===== config.mk =====
export PLATFORM = sky130hd
export DESIGN_NAME = dio_edge_ctrl
export DESIGN_NICKNAME = d
export VERILOG_FILES = /design/src/rtl/dio_pkg.sv /design/src/rtl/dio_sync.sv /design/src/rtl/dio_edge_det.sv /design/src/rtl/dio_irq_route.sv /design/src/rtl/dio_edge_ctrl.sv
export SDC_FILE = /design/constraint.sdc
export NUM_CORES = 1
export LEC_CHECK = 0
export BUFFER_PORTS_ARGS = -buffer_cell sky130_fd_sc_hd__buf_2
export CAP_MARGIN = 20
export CORE_ASPECT_RATIO = 1.5
export CORE_MARGIN = 8
export CORE_UTILIZATION = 58
export DETAILED_ROUTE_END_ITERATION = 16
export HOLD_SLACK_MARGIN = 0.06
export MAX_ROUTING_LAYER = met4
export PLACE_DENSITY = 0.79
export REMOVE_ABC_BUFFERS = 1
export SETUP_SLACK_MARGIN = 0.5
export SYNTH_ARGS = -nofsm -noshare
export SYNTH_HDL_FRONTEND = slang
export SYNTH_HIERARCHICAL = 1
export SYNTH_SLANG_ARGS = --single-unit
export TNS_END_PERCENT = 5

===== constraint.sdc =====
create_clock -name clk -period 1.7 [get_ports clk]
set_clock_uncertainty 0.05 [all_clocks]
set_input_delay 0.255 -clock clk [delete_from_list [all_inputs] [get_ports clk]]
set_output_delay 0.255 -clock clk [all_outputs]
set_load 0.1 [all_outputs]

===== src/rtl/dio_pkg.sv =====
package dio_pkg;

    localparam int ADDR_W = 3;

    typedef enum logic [ADDR_W-1:0] {
        REG_DATA  = 3'd0,
        REG_DIR   = 3'd1,
        REG_RISE  = 3'd2,
        REG_IEN   = 3'd3,
        REG_STAT  = 3'd4,
        REG_MASK0 = 3'd5
    } reg_sel_e;

    function automatic logic [ADDR_W-1:0] mask_addr(input int cpu);
        return ADDR_W'(int'(REG_MASK0) + cpu);
    endfunction

endpackage


===== src/rtl/dio_sync.sv =====
module dio_sync #(
    parameter int W = 16
) (
    input  logic         clk,
    input  logic         rst_n,
    input  logic [W-1:0] async_in,
    output logic [W-1:0] sync_out
);
    typedef struct packed {
        logic [W-1:0] meta;
        logic [W-1:0] stable;
    } sync_t;

    sync_t r_d, r_q;

    always_comb begin
        r_d        = r_q;
        r_d.meta   = async_in;
        r_d.stable = r_q.meta;
    end

    always_ff @(posedge clk) begin
        if (!rst_n) r_q <= '0;
        else        r_q <= r_d;
    end

    assign sync_out = r_q.stable;
endmodule


===== src/rtl/dio_edge_det.sv =====
module dio_edge_det #(
    parameter int W = 16
) (
    input  logic         clk,
    input  logic         rst_n,
    input  logic [W-1:0] level,
    input  logic [W-1:0] rise_sel,
    output logic [W-1:0] evt
);
    // Watched level folded by the edge select: a selected edge is always a 0->1 step.
    logic [W-1:0] armed_d, armed_q;

    always_comb begin
        armed_d = level ^ ~rise_sel;
    end

    always_ff @(posedge clk) begin
        if (!rst_n) armed_q <= '1;
        else        armed_q <= armed_d;
    end

    assign evt = armed_d & ~armed_q;
endmodule


===== src/rtl/dio_irq_route.sv =====
module dio_irq_route #(
    parameter int W     = 16,
    parameter int N_CPU = 2
) (
    input  logic [W-1:0]            pending,
    input  logic [N_CPU-1:0][W-1:0] mask,
    output logic [N_CPU-1:0]        irq
);
    for (genvar c = 0; c < N_CPU; c++) begin : g_cpu
        assign irq[c] = |(pending & mask[c]);
    end
endmodule


===== src/rtl/dio_edge_ctrl.sv =====
module dio_edge_ctrl
    import dio_pkg::*;
#(
    parameter int N_LINES = 16,
    parameter int N_CPU   = 2
) (
    input  logic               clk,
    input  logic               rst_n,
    input  logic               bus_we,
    input  logic [ADDR_W-1:0]  bus_addr,
    input  logic [N_LINES-1:0] bus_wdata,
    output logic [N_LINES-1:0] bus_rdata,
    input  logic [N_LINES-1:0] pin_in,
    output logic [N_LINES-1:0] pin_out,
    output logic [N_LINES-1:0] pin_oe,
    output logic [N_CPU-1:0]   irq
);
    typedef struct packed {
        logic [N_LINES-1:0]            drive;
        logic [N_LINES-1:0]            dir;
        logic [N_LINES-1:0]            rise;
        logic [N_LINES-1:0]            ien;
        logic [N_LINES-1:0]            stat;
        logic [N_CPU-1:0][N_LINES-1:0] mask;
    } regs_t;

    regs_t              r_d, r_q;
    logic [N_LINES-1:0] pin_sync;
    logic [N_LINES-1:0] watched;
    logic [N_LINES-1:0] evt;
    logic [N_LINES-1:0] clr;

    dio_sync #(.W(N_LINES)) u_sync (
        .clk      (clk),
        .rst_n    (rst_n),
        .async_in (pin_in),
        .sync_out (pin_sync)
    );

    // Output lines watch their own driven value, input lines the synchronized pin.
    assign watched = (r_q.dir & r_q.drive) | (~r_q.dir & pin_sync);

    dio_edge_det #(.W(N_LINES)) u_edge (
        .clk      (clk),
        .rst_n    (rst_n),
        .level    (watched),
        .rise_sel (r_q.rise),
        .evt      (evt)
    );

    dio_irq_route #(.W(N_LINES), .N_CPU(N_CPU)) u_route (
        .pending (r_q.stat & r_q.ien),
        .mask    (r_q.mask),
        .irq     (irq)
    );

    always_comb begin
        r_d = r_q;
        clr = '0;
        if (bus_we) begin
            case (bus_addr)
                REG_DATA: r_d.drive = bus_wdata;
                REG_DIR:  r_d.dir   = bus_wdata;
                REG_RISE: r_d.rise  = bus_wdata;
                REG_IEN:  r_d.ien   = bus_wdata;
                REG_STAT: clr       = bus_wdata;
                default: begin
                    for (int c = 0; c < N_CPU; c++) begin
                        if (bus_addr == mask_addr(c)) r_d.mask[c] = bus_wdata;
                    end
                end
            endcase
        end
        // A fresh event wins over a clear on the same edge.
        r_d.stat = (r_q.stat & ~clr) | evt;
    end

    always_ff @(posedge clk) begin
        if (!rst_n) r_q <= '0;
        else        r_q <= r_d;
    end

    always_comb begin
        bus_rdata = '0;
        case (bus_addr)
            REG_DATA: bus_rdata = watched;
            REG_DIR:  bus_rdata = r_q.dir;
            REG_RISE: bus_rdata = r_q.rise;
            REG_IEN:  bus_rdata = r_q.ien;
            REG_STAT: bus_rdata = r_q.stat & r_q.ien;
            default: begin
                for (int c = 0; c < N_CPU; c++) begin
                    if (bus_addr == mask_addr(c)) bus_rdata = r_q.mask[c];
                end
            end
        endcase
    end

    assign pin_out = r_q.drive;
    assign pin_oe  = r_q.dir;
endmodule


# Word level (Yosys, flattened, before mapping)
# Index checks and enable logic that the tools add are counted.
totals:
  reg_bits: 160
  latch_bits: 0
  ram_bits: 0
  mem_bits_ro: 0
  out_inout_bits: 50
  word_cells: 46
  mem_count: 0
op_classes:
  n_addsub: 0
  multipliers: 0
  n_div: 0
  magnitude_cmp: 0
  eq_ne: 6
  n_shift: 0
  n_mux: 5
  n_bitwise: 15
  reduce_logical: 10
ops:
  columns: ["op", "count"]
  rows:
  - ["16-bit AND", 7]
  - ["16-bit case mux with 5 select lines", 1]
  - ["16-bit two-way mux", 4]
  - ["16-bit NOT", 4]
  - ["16-bit bitwise OR", 2]
  - ["16-bit OR reduction", 2]
  - ["16-bit XOR", 1]
  - ["3-bit equality test (second input constant)", 3]
  - ["2-bit AND reduction", 4]
  - ["3-bit by 2-bit equality test with 1-bit output (second input constant)", 2]
  - ["3-bit AND reduction", 2]
  - ["5-bit OR reduction", 1]
  - ["3-bit by 1-bit equality test with 1-bit output (second input constant)", 1]
  - ["3-bit zero test", 1]
  - ["1-bit NOT", 1]

# Longest topological paths before layout
depth:
  ltp_word: 6
  ltp_mapped: 8
  depth_no_buf: 5

# Cells and area by module
# The synthesis kept the hierarchy.
by_module_without_submodules:
  columns: ["module", "n_inst", "cells_per_inst", "area_each_um2"]
  rows:
  - ["dio_edge_ctrl", 1, 711, 5851.9]
  - ["dio_sync", 1, 67, 895.9]
  - ["dio_edge_det", 1, 66, 609.3]
  - ["dio_irq_route", 1, 18, 165.2]

# Least setup slack after synthesis
# Ideal clock, no wire load.
synth_path:
  kind: "input -> output"
  startpoint: "input bus_addr[0]"
  endpoint: "output bus_rdata[1]"
  t_arrival_ns: 2.555
  required_time_ns: 1.395
  path_slack_ns: -1.160
  cell_stages: 6
  path_cell_list: "buf_6 -> buf_6 -> nor2b_4 -> o32ai_1 -> nand3_1 -> a21oi_1"
synth_via:
  elab_chain_cells: 4
synth_rtl:
  columns: ["item", "line_no", "rtl"]
  rows:
  - ["from (decl)", "dio_edge_ctrl.sv:10", "input logic [ADDR_W-1:0] bus_addr,"]
  - ["3-bit equality test", "dio_edge_ctrl.sv:93", "if (bus_addr == mask_addr(c)) bus_rdata = r_q.mask[c];"]
  - ["16-bit two-way mux (2 in series)", "dio_edge_ctrl.sv:93", null]
  - ["16-bit case mux with 5 select lines (*)", "dio_edge_ctrl.sv:85", "case (bus_addr)"]
  - ["to (decl)", "dio_edge_ctrl.sv:12", "output logic [N_LINES-1:0] bus_rdata,"]
# Every way passes the cells marked *; elsewhere a longest branch is shown, timed or not.

# Worst setup path after layout
layout_path:
  startpoint: "register r_q[37] (netlist bit)"
  endpoint: "output bus_rdata[5]"
layout_via:
  elab_chain_cells: 2
layout_rtl:
  columns: ["item", "line_no", "rtl"]
  rows:
  - ["from (decl)", "dio_edge_ctrl.sv:27", "regs_t r_d, r_q;"]
  - ["from (signal assigned)", "dio_edge_ctrl.sv:80", "else r_q <= r_d;"]
  - ["16-bit AND", "dio_edge_ctrl.sv:90", "REG_STAT: bus_rdata = r_q.stat & r_q.ien;"]
  - ["16-bit case mux with 5 select lines", "dio_edge_ctrl.sv:85", null]
# Every way passes these cells.

==> flow_summary.yaml <==
outcome:
  status: "complete, but fails checks"
  violations: "negative setup slack"
synthesis:
  synth.most_common_cell: "nand2_1"
  yosysWarnings: 6
  synthArstFlopShare: 0
  synth_common_cells: "235 x nand2_1, 160 x dfxtp_1, 72 x a21boi_0"
  avgSynthCellArea_um2: 8.73
  synth_compound_area_frac: 0.211
  synth_area_um2: 7520
  synth.ff_latch_count: 160
  synth_top_family_by_area: "simple AND/OR/NAND/NOR gates"
  ys_top_cells_by_area: "dfxtp_1 43%, nand2_1 12%, a21boi_0 7.2%, a21boi_1 4.0%, buf_4 3.8%"
  synth_edf_count: 0
  synth-xor-area-share: 0.0186
  yosysTopAreaCell: "dfxtp_1"
  ys.flop_type: "dfxtp_1"
  synthCells: 862
  synth-simple-area-share: 0.221
  seq_area_frac_synth: 0.426
  ys_types: 43
  synth_mux_area_frac: 0.0434
  synth_fa_ha_area_frac: 0
  netlist.area_leader.share: 0.426
power_and_ir_drop:
  cellPowerDensity_nw_per_um2: 880
  swShare: 0.265
  peakVddDrop_mv: 0.921
  p_switching_mw: 2.54
  power_mw: 9.58
  pwr-share-comb: 0.151
  internal_power_mw: 7.04
  p_seq_frac: 0.410
  power.leakage_nw: 4.39
  p_clk_frac: 0.439
setup_path:
  cp_cell_sequence: "and2_4, buf_4, mux2_2, nand2b_1, a31oi_1, buf_4, buf_12"
  critical_path.max_fanout: 2
  path_buf_inv: 3
  cp-start-kind: "flop"
  critical_path.slowest_cell: "dfxtp_1"
  max_stage_delay_ns: 0.32
  cp.required_ns: 1.39
  crit_family: "buffers and inverters"
  crit_type: "reg -> out"
  cp_data_arrival_time_ns: 1.88
  crit_top_cell: "buf_4"
  crit_path_end_kind: "output port"
layout:
  final_nets: 1058
  finalNonFillerCells: 1193
  postLayoutCoreUtil: 0.849
  syn2layout_area_growth_pct: 44.7
  drive_gt1_frac: 0.448
die:
  pin_count: 88
  die_area_um2: 16900
  start_util: 0.586
  core.rowCount: 51
  coreArea_um2: 12800
  fp.dieW_um: 109
  die_h_um: 155
global_routing:
  track_usage: 0.304
  grt_max_degree: 45
  antenna_found_initial: 0
  grt_pass1_vias: 7389
  grt_pass1_wl_um: 39100
  grt-ovfl-total: 0
detailed_routing:
  ant_nets: 0
  vias_per_cell: 6.36
  routed_wl_um: 27800
  dr.first_iter.drc_count: 934
  via_count: 7589
  firstDrtPassIters: 8
  wl_per_cell_um: 23.3
  drc: 0
sta:
  hold_viol_final: 0
  rsz0062_at_grt: "yes"
  fmax_ghz: 0.458
  finalCritPeriodShare: 1.28
  slew_viol_final: 0
  setup_viol: 18
  finalWorstSetupSlack_ns: -0.482
  period_minus_slack_ns: 2.18
  worst_pin_slew_ns: 0.489
  slew_headroom: 0.676
  timing.hold.ws_ns: 0.0974
place:
  place.gp.congestion: 0.931
  place_hpwl_um: 15100
  numPortBuffers: 87
  dpl.cell_count: 1141
clocking:
  clockRootBuffer: "clkbuf_16"
  htreeDepth: 4
  cts_sinks: 160
  insertion_delay_ns: 0.43
  cts_buffers: 17
  clk_pin_slew_ns: 0.06
  cts_tree: "yes"
  cts_buffer_depth: 2
hold_path:
  hp-class: "in -> reg"
flow_run:
  maxCapViolations: 0
cells in the final DEF, fill, tap and decap left out, types with 14 or more instances in the layout:
cell	n
a21boi_2	23
dlygate4sd3_1	16
a21boi_1	52
nor2_1	20
buf_2	36
dfxtp_2	30
nand2_2	14
dfxtp_4	15
nand2_1	210
buf_6	21
clkbuf_16	17
dfxtp_1	115
a21boi_0	37
and2_2	33
buf_4	90
o21a_1	16
a221oi_2	15
buf_12	51
through the flow:
step | TNS [ns] | area, um^2 | setup WS, ns
after floorplan | -28.98 | 6940 | -1.54
after global placement | -8.49 | 8810 | -0.283
after detailed placement | -11.62 | 8810 | -0.298
after CTS | -5.96 | 10400 | -0.442
after global routing | -7.46 | 10900 | -0.488
final | -6.88 | 10900 | -0.482
sequential cells by signal, summed over array words and instances, names as in the netlist:
signal and flops:
pin_out 16, u_edge/armed_q 16, pin_oe 16, r_q 80
u_sync/sync_out 16, u_sync/r_d 16
layout make-up:
cell class | instances | area, um^2
fill | 570 | 1940
antenna | 1 | 2.50
clock inverter | 11 | 175
multi-input combinational | 610 | 4280
clock buffer | 21 | 470
tap | 159 | 199
timing repair buffer | 225 | 2430
inverter | 6 | 22.5
sequential | 160 | 3300
final timing paths:
| check | start | to | slack [ns] | depth (start not counted) |
|---|---|---|---|---|
| min reg2reg | u_sync/r_d[5]$_SDFF_PN0_ | u_sync/sync_out[5]$_SDFF_PN0_ | 0.39 | 1 |
| min | bus_wdata[4] | pin_oe[4]$_SDFFE_PN0P_ | 0.1 | 3 |
| max | r_q[37]$_SDFF_PN0_ | bus_rdata[5] | -0.48 | 7 |
| max reg2reg | pin_oe[11]$_SDFFE_PN0P_ | r_q[43]$_SDFF_PN0_ | 0.27 | 5 |
power by group through the flow:
stage                     sequential, mW  clock (mW)  combinational [mW]
after detailed placement            4.01           0                1.17
after CTS                           3.93        4.18                1.31
after global placement              4.00           0                1.16
final                               3.93        4.21                1.44
after global routing                3.94        4.37                1.49
after floorplan                     4.11           0               0.494
worst min-delay path, stage by stage:
cell	delay, ns
buf_2	0.16
nand2_4	0.07
a21boi_2	0.05
what timing repair did:
item                                    in CTS  in global routing
hold buffers                                16                  0
endpoints found under the setup margin     151                144
setup buffers                                2                  1
gates resized for setup                    237                157
pin swaps                                   34                 72
endpoints found under the hold margin       16                  0
cells by family (layout without fill, tap and decap cells):
group                  after synthesis  after routing
XOR/XNOR                            16             16
AND/OR/NAND/NOR                    353            353
flip-flops                         160            160
other                                0              1
AO/OA/AOI/OAI                      211            211
buffers and inverters               92            263
multiplexers                        30             30
layer usage:
| layer | routed length [um] | global-route usage | up-vias |
|---|---|---|---|
| li1 | - | - | 3188 |
| met1 | 9540 | 0.326 | 3601 |
| met2 | 13900 | 0.506 | 598 |
| met3 | 2570 | 0.0576 | 202 |
| met4 | 1830 | 0.181 | 0 |
| met5 | 0 | - | - |
Power figures use the tool's default switching activity.
